==> src/rtl/scfg_pkg.sv <==
package scfg_pkg;
  // serial word layout: {data, address}, address shifted in last
  localparam int WORD_W = 14;
  localparam int ADDR_W = 2;
  localparam int DATA_W = WORD_W - ADDR_W;

  // field widths inside the data part
  localparam int MSEL_W = 2;
  localparam int CREF_W = 8;
  localparam int CP_W   = 3;
  localparam int GAIN_W = 5;
  localparam int MAIN_W = 12;

  // number of addressable targets (address 0 is unused)
  localparam int NUM_TGT = 3;

  typedef enum logic [ADDR_W-1:0] {
    TGT_NONE = 2'b00,
    TGT_REF  = 2'b01,
    TGT_CTL  = 2'b10,
    TGT_DIV  = 2'b11
  } tgt_e;
endpackage

==> src/rtl/scfg_sync.sv <==
module scfg_sync #(
  parameter int W      = 3,
  parameter int STAGES = 2,
  parameter logic [W-1:0] RST_VAL = '0
) (
  input  logic         clk,
  input  logic         rst,
  input  logic [W-1:0] d,
  output logic [W-1:0] q
);
  logic [W-1:0] st [STAGES];

  always_ff @(posedge clk) begin
    if (rst) begin
      for (int i = 0; i < STAGES; i++) st[i] <= RST_VAL;
    end else begin
      st[0] <= d;
      for (int i = 1; i < STAGES; i++) st[i] <= st[i-1];
    end
  end

  assign q = st[STAGES-1];
endmodule

==> src/rtl/scfg_shifter.sv <==
module scfg_shifter #(
  parameter int WORD_W = 14
) (
  input  logic              clk,
  input  logic              rst,
  input  logic              sclk_s,
  input  logic              sdat_s,
  input  logic              sel_n_s,
  output logic [WORD_W-1:0] word,
  output logic              commit
);
  logic sclk_q;
  logic sel_n_q;
  logic sclk_rise;

  assign sclk_rise = sclk_s & ~sclk_q;
  // frame ends on the low-to-high transition of the select line
  assign commit    = sel_n_s & ~sel_n_q;

  always_ff @(posedge clk) begin
    if (rst) begin
      sclk_q  <= 1'b0;
      sel_n_q <= 1'b1;
      word    <= '0;
    end else begin
      sclk_q  <= sclk_s;
      sel_n_q <= sel_n_s;
      if (sclk_rise && !sel_n_s)
        word <= {word[WORD_W-2:0], sdat_s};
    end
  end
endmodule

==> src/rtl/scfg_regs.sv <==
module scfg_regs
  import scfg_pkg::*;
(
  input  logic              clk,
  input  logic              rst,
  input  logic              commit,
  input  logic [WORD_W-1:0] word,
  output logic [MSEL_W-1:0] mod_ref_sel,
  output logic [CREF_W-1:0] conv_ref_ratio,
  output logic              out_enable,
  output logic [CP_W-1:0]   cp_code,
  output logic [GAIN_W-1:0] gain_code,
  output logic [MAIN_W-1:0] main_ratio,
  output logic              ref_load,
  output logic              ctl_load,
  output logic              div_load
);
  logic [ADDR_W-1:0]  addr;
  logic [DATA_W-1:0]  data;
  logic [NUM_TGT-1:0] hit;
  logic [NUM_TGT-1:0] stb_q;

  assign addr = word[ADDR_W-1:0];
  assign data = word[WORD_W-1:ADDR_W];

  // one decode per target; target k answers to address k+1
  for (genvar k = 0; k < NUM_TGT; k++) begin : g_dec
    assign hit[k] = commit && (addr == ADDR_W'(k + 1));
  end

  always_ff @(posedge clk) begin
    if (rst) begin
      mod_ref_sel    <= '0;
      conv_ref_ratio <= '0;
      out_enable     <= 1'b0;
      cp_code        <= '0;
      gain_code      <= '0;
      main_ratio     <= '0;
      stb_q          <= '0;
    end else begin
      stb_q <= hit;
      if (hit[int'(TGT_REF) - 1]) begin
        conv_ref_ratio <= data[CREF_W-1:0];
        mod_ref_sel    <= data[CREF_W +: MSEL_W];
      end
      if (hit[int'(TGT_CTL) - 1]) begin
        gain_code  <= data[GAIN_W-1:0];
        cp_code    <= data[GAIN_W +: CP_W];
        out_enable <= data[GAIN_W + CP_W];
      end
      if (hit[int'(TGT_DIV) - 1]) begin
        main_ratio <= data[MAIN_W-1:0];
      end
    end
  end

  assign ref_load = stb_q[int'(TGT_REF) - 1];
  assign ctl_load = stb_q[int'(TGT_CTL) - 1];
  assign div_load = stb_q[int'(TGT_DIV) - 1];
endmodule

==> src/rtl/serial_cfg_port.sv <==
module serial_cfg_port
  import scfg_pkg::*;
#(
  parameter int SYNC_STAGES = 2
) (
  input  logic              clk,
  input  logic              rst,
  input  logic              ser_clk,
  input  logic              ser_dat,
  input  logic              ser_sel_n,
  output logic [MSEL_W-1:0] mod_ref_sel,
  output logic [CREF_W-1:0] conv_ref_ratio,
  output logic              out_enable,
  output logic [CP_W-1:0]   cp_code,
  output logic [GAIN_W-1:0] gain_code,
  output logic [MAIN_W-1:0] main_ratio,
  output logic              ref_load,
  output logic              ctl_load,
  output logic              div_load
);
  // synchronized lines, ordered {select, data, clock}; select idles high
  logic [2:0]        lines_s;
  logic [WORD_W-1:0] word;
  logic              commit;

  scfg_sync #(
    .W       (3),
    .STAGES  (SYNC_STAGES),
    .RST_VAL (3'b100)
  ) u_sync (
    .clk (clk),
    .rst (rst),
    .d   ({ser_sel_n, ser_dat, ser_clk}),
    .q   (lines_s)
  );

  scfg_shifter #(
    .WORD_W (WORD_W)
  ) u_shift (
    .clk     (clk),
    .rst     (rst),
    .sclk_s  (lines_s[0]),
    .sdat_s  (lines_s[1]),
    .sel_n_s (lines_s[2]),
    .word    (word),
    .commit  (commit)
  );

  scfg_regs u_regs (
    .clk            (clk),
    .rst            (rst),
    .commit         (commit),
    .word           (word),
    .mod_ref_sel    (mod_ref_sel),
    .conv_ref_ratio (conv_ref_ratio),
    .out_enable     (out_enable),
    .cp_code        (cp_code),
    .gain_code      (gain_code),
    .main_ratio     (main_ratio),
    .ref_load       (ref_load),
    .ctl_load       (ctl_load),
    .div_load       (div_load)
  );
endmodule

==> config.mk <==
export PLATFORM = sky130hd
export DESIGN_NAME = serial_cfg_port
export DESIGN_NICKNAME = d
export VERILOG_FILES = /design/src/rtl/scfg_pkg.sv /design/src/rtl/scfg_sync.sv /design/src/rtl/scfg_shifter.sv /design/src/rtl/scfg_regs.sv /design/src/rtl/serial_cfg_port.sv
export SDC_FILE = /design/constraint.sdc
export NUM_CORES = 1
export LEC_CHECK = 0
export ABC_AREA = 1
export CAP_MARGIN = 20
export CELL_PAD_IN_SITES_DETAIL_PLACEMENT = 2
export CELL_PAD_IN_SITES_GLOBAL_PLACEMENT = 2
export CORE_MARGIN = 1.5
export CORE_UTILIZATION = 36
export CTS_CLUSTER_DIAMETER = 120
export CTS_CLUSTER_SIZE = 16
export DETAILED_ROUTE_END_ITERATION = 8
export DONT_BUFFER_PORTS = 1
export PLACE_DENSITY = 0.82
export SYNTH_ARGS = -nofsm -noshare
export SYNTH_HDL_FRONTEND = slang
export SYNTH_HIERARCHICAL = 1
export SYNTH_SLANG_ARGS = --single-unit
==> constraint.sdc <==
create_clock -name clk -period 3.8 [get_ports clk]
set_clock_uncertainty 0.05 [all_clocks]
set_input_delay 0.57 -clock clk [delete_from_list [all_inputs] [get_ports clk]]
set_output_delay 0.57 -clock clk [all_outputs]
set_load 0.02 [all_outputs]
**Word level (Yosys, flattened, before mapping)**

Memory sizes are Yosys's and may differ from the RTL's.
Index checks and enable logic that the tools add are counted.

- Reduce and logical (&&, ||, !) cells: 5
- Mux-type cells: 5
- Bitwise operators: 6
- Equality and inequality tests: 3

Operators with widths:

| cell | number |
|---|---|
| $mux W3 | 2 |
| $eq A2 B2 Y1 const B | 2 |
| $logic_and A1 B1 Y1 | 4 |
| $mux W1 | 3 |
| $and A1 B1 Y1 | 2 |
| $eq A2 B1 Y1 const B | 1 |
| $not A1 Y1 | 2 |
| $or A1 B1 Y1 | 2 |
| $logic_not A1 Y1 | 1 |

- Memories kept: 1
- Output and inout port bits: 34
- Memory bits (writable): 6
- Bits in registers: 50
- Logic and storage cells: 30

Memories:

| memory | words | width | read ports | clocked after memory_dff | wr ports | line | source |
|---|---|---|---|---|---|---|---|
| u_sync.st | 2 | 3 | 2 | 0 | 2 | scfg_sync.sv:11 | `logic [W-1:0] st [STAGES];` |

**Logic depth before layout (Yosys ltp)**

- Depth after elaboration: 3
- Depth in mapped cells: 8

**Hierarchy**

The synthesis kept the hierarchy.

Modules (own cells, without submodules):

| module | cells an instance | area an instance (um2) | times used |
|---|---|---|---|
| scfg_regs | 206 | 1350.0 | 1 |
| scfg_shifter | 97 | 650.6 | 1 |
| scfg_sync | 22 | 191.4 | 1 |

**Worst setup path after synthesis**

Ideal clock, no wire load.

- Path kind: reg-to-reg
- From: mem u_sync.st[1][2], in the netlist u_sync/st[0][5]
- To: reg u_regs.cp_code[0]
- Setup slack: 2.523 ns
- Data arrival time: 1.114 ns
- Period minus slack after synthesis: 1.277 ns
- Path buffers: 2
- Cell stages (with the launch flop): 8
- Library setup time: 0.113 ns
- Cells stage by stage: dfxtp_1 buf_4 inv_2 nor2_1 nand3_2 buf_4 nor2_1 nor2_1

RTL lines:

| item | line | source |
|---|---|---|
| start, declared | scfg_sync.sv:11 |  |
| end signal, assigned | scfg_regs.sv:48 | `cp_code <= data[GAIN_W +: CP_W];` |
| end, declared | scfg_regs.sv:11 | `output logic [CP_W-1:0] cp_code,` |

==> results by group <==
Outcome
  – Status: finished, final reports clean

CTS
  – Postcts setup bufs: 0
  – Cts hold-fix bufs: 0
  – Num CTS Buffers: 5
  – Clock sinks: 56
  – Clock slew at reported path FFs: 100 ps
  – Max clock buf depth: 2
  – Clk_lat worst skew: 310 ps
  – Root buffer cell: clkbuf_8
  – H-tree depth: 2
  – CTS tree: done
  – CTS resizes: 0

Synth
  – Post-synth top area cell: dfxtp_1
  – Syn. warnings: 6
  – Synth area leaders: dfxtp_1, nor2_1, nand2_1
  – Synth Register Bits: 56
  – Count leader, synth: nor2_1
  – Mapped Avg Cell Area: 6.74 µm²
  – Post-Synthesis Cells: around 330
  – Net Count, Synth: 330
  – Synth cell count leaders: nor2_1, nand2_1, inv_1
  – Mapped cell area: 2190 µm²
  – Sequential fraction of the synthesis area: 0.511
  – Most used DFF post-synth: dfxtp_1
  – Post-synth top area share: 0.511
  – Post-synthesis async set-or-reset flop share: 0
  – EDFF count, synth: 0
  – Synth cell types: 12

Pwr
  – Reg power frac: 0.627
  – Logic gate share of total power: 0.019
  – Internal power: 0.000745 W
  – Clk pwr share: 0.354
  – Lkg Pwr: 1.33 nW
  – Psw: approximately 0.00021 W
  – Final total power: approximately 0.00095 W
  – Pwr per Cell Area: 416 nW/µm²
  – Net Sw Frac: 0.217
  – Max rail drop VDD: 217 µV

Layout
  – Ratio of cells with drive above 1 in the final layout: 0.0345
  – Fillers: 740
  – Post-route insts no fill: 394
  – Antenna fix cells: 0
  – Synth-to-Final Area Change: 4.45%
  – Nets: 323

Detailed routing
  – Initial DRC Count: 56
  – Detailed Routing Iterations Pass 1: 3
  – DRC viols: 0
  – Wire per inst: 13.4 µm
  – Antenna-violating nets left: 0
  – Via count: 1,765
  – WL final: about 5300 µm
  – Average via count per standard cell: 4.48

GRT
  – All-Layer GR Usage: 0.179
  – First-pass GRT wire length: slightly below 9000 µm
  – Initial antenna violation count: 0
  – Vias in the first global route: 1,847
  – Grt total ovfl: 0
  – Largest net degree at the start of global routing: 32

Timing
  – Slew Limit Fails: 0
  – Fin Setup TNS: 0 ps
  – RSZ-0062 raised after global routing: no
  – Max transition margin: 0.351
  – Min Tclk post-route: around 1900 ps
  – Fin crit share: 0.493
  – Worst setup margin: 1930 ps
  – Achievable Freq: 534 MHz
  – Setup violations, final: 0
  – Final Hold Viols: 0
  – Slew @ Worst Pin: 972 ps

Placed design
  – Placed insts: about 390
  – Pre-CTS setup slack: 1890 ps
  – Buffers added on ports: 0
  – DP Wirelength: about 3600 µm
  – RePlAce Congestion: 0.752

Die
  – Die height: ~81 µm
  – Die area: between 6000 and 7000 µm²
  – Boundary pin count: 39
  – Core area: 5890 µm²
  – Row cnt: 28
  – Chip width: 81.0 µm
  – Initial Utilization: 0.372

Critical path
  – CP startpoint kind: register
  – CP Class: register to register
  – Crit path DAT: 2020 ps
  – Endpoint type of the worst setup path: register
  – CP required: 3950 ps
  – Crit path max fanout: 21

Min path
  – Worst hold path class: primary input to register

Flow run
  – Maxcap violations: 0
worst max-delay path, cell delays in order, from the launching register on:
cell	delay (ps)
dfxtp_1	330
inv_2	60
nor2_1	230
nand3_1	650
nor2_1	450
power by group through the flow:
| stage | combinational, W | sequential [W] | clock [W] |
|---|---|---|---|
| 2_1_floorplan | 0.0000175 | 0.000608 | 0 |
| 3_3_place_gp | 0.0000180 | 0.000610 | 0 |
| 3_5_place_dp | 0.0000189 | 0.000611 | 0 |
| 4_1_cts | 0.0000190 | 0.000597 | 0.000354 |
| 5_1_grt | 0.0000216 | 0.000598 | 0.000377 |
| 6_report | 0.0000180 | 0.000597 | 0.000337 |
flip-flops by register name, indices dropped and copies added (netlist names):
register / flops
u_shift/word: 14
u_regs/main_ratio: 12
u_regs/conv_ref_ratio: 8
u_sync/st: 6
u_regs/gain_code: 5
u_regs/cp_code: 3
u_regs/stb_q: 3
u_regs/mod_ref_sel: 2
u_regs/out_enable: 1
u_shift/sclk_q: 1
u_shift/sel_n_q: 1
cells in the final DEF, fill, tap and decap left out:
cell      instances
inv_2             2
clkbuf_8          6
inv_1            57
nor2_1           99
nand2_1          93
nand3_4           1
clkbuf_1          2
dfxtp_1          56
nand3_1           1
nand3_2           2
area by class of cell:
| class | count | area (µm²) | share of cell area |
|---|---|---|---|
| flip-flops and latches | 56 | 1120 | 0.490 |
| well taps | 75 | 93.8 | 0.0410 |
| clock buffers | 8 | 90.1 | 0.0393 |
| multi-input cells | 196 | 763 | 0.333 |
| inverters | 59 | 221 | 0.0967 |
final timing paths:
kind                   startpoint              end  slack [ps]  cells past startpoint
setup / recovery  u_sync/st[0][5]  u_regs/stb_q[0]        1930                      4
hold / removal                rst  u_regs/stb_q[1]         260                      1
setup reg to reg  u_sync/st[0][5]  u_regs/stb_q[0]        1930                      4
hold reg to reg   u_sync/st[0][0]  u_sync/st[0][3]         360                      2
cells by family after synthesis:
logic type             synth area share
buffers and inverters             0.140
DFF                               0.511
and+or+nand+nor                   0.348
metrics by stage:
step | hold slack, ps | instance area [µm²] | util
floorplan | 336 | 2190 | -
global placement | 341 | 2200 | 0.374
detailed placement | 358 | 2200 | 0.374
CTS | 250 | 2290 | 0.389
global route | 237 | 2290 | 0.389
finish | 263 | 2290 | 0.389
routing by layer:
| layer | global-route usage | routed length [µm] | vias to the layer above |
|---|---|---|---|
| met5 | 0 | 0 | - |
| met4 | 0.0517 | 55 | 0 |
| met3 | 0.0562 | 251 | 6 |
| met2 | 0.303 | 2580 | 32 |
| met1 | 0.217 | 2400 | 833 |
| li1 | - | - | 894 |
Power figures use the tool's default switching activity.
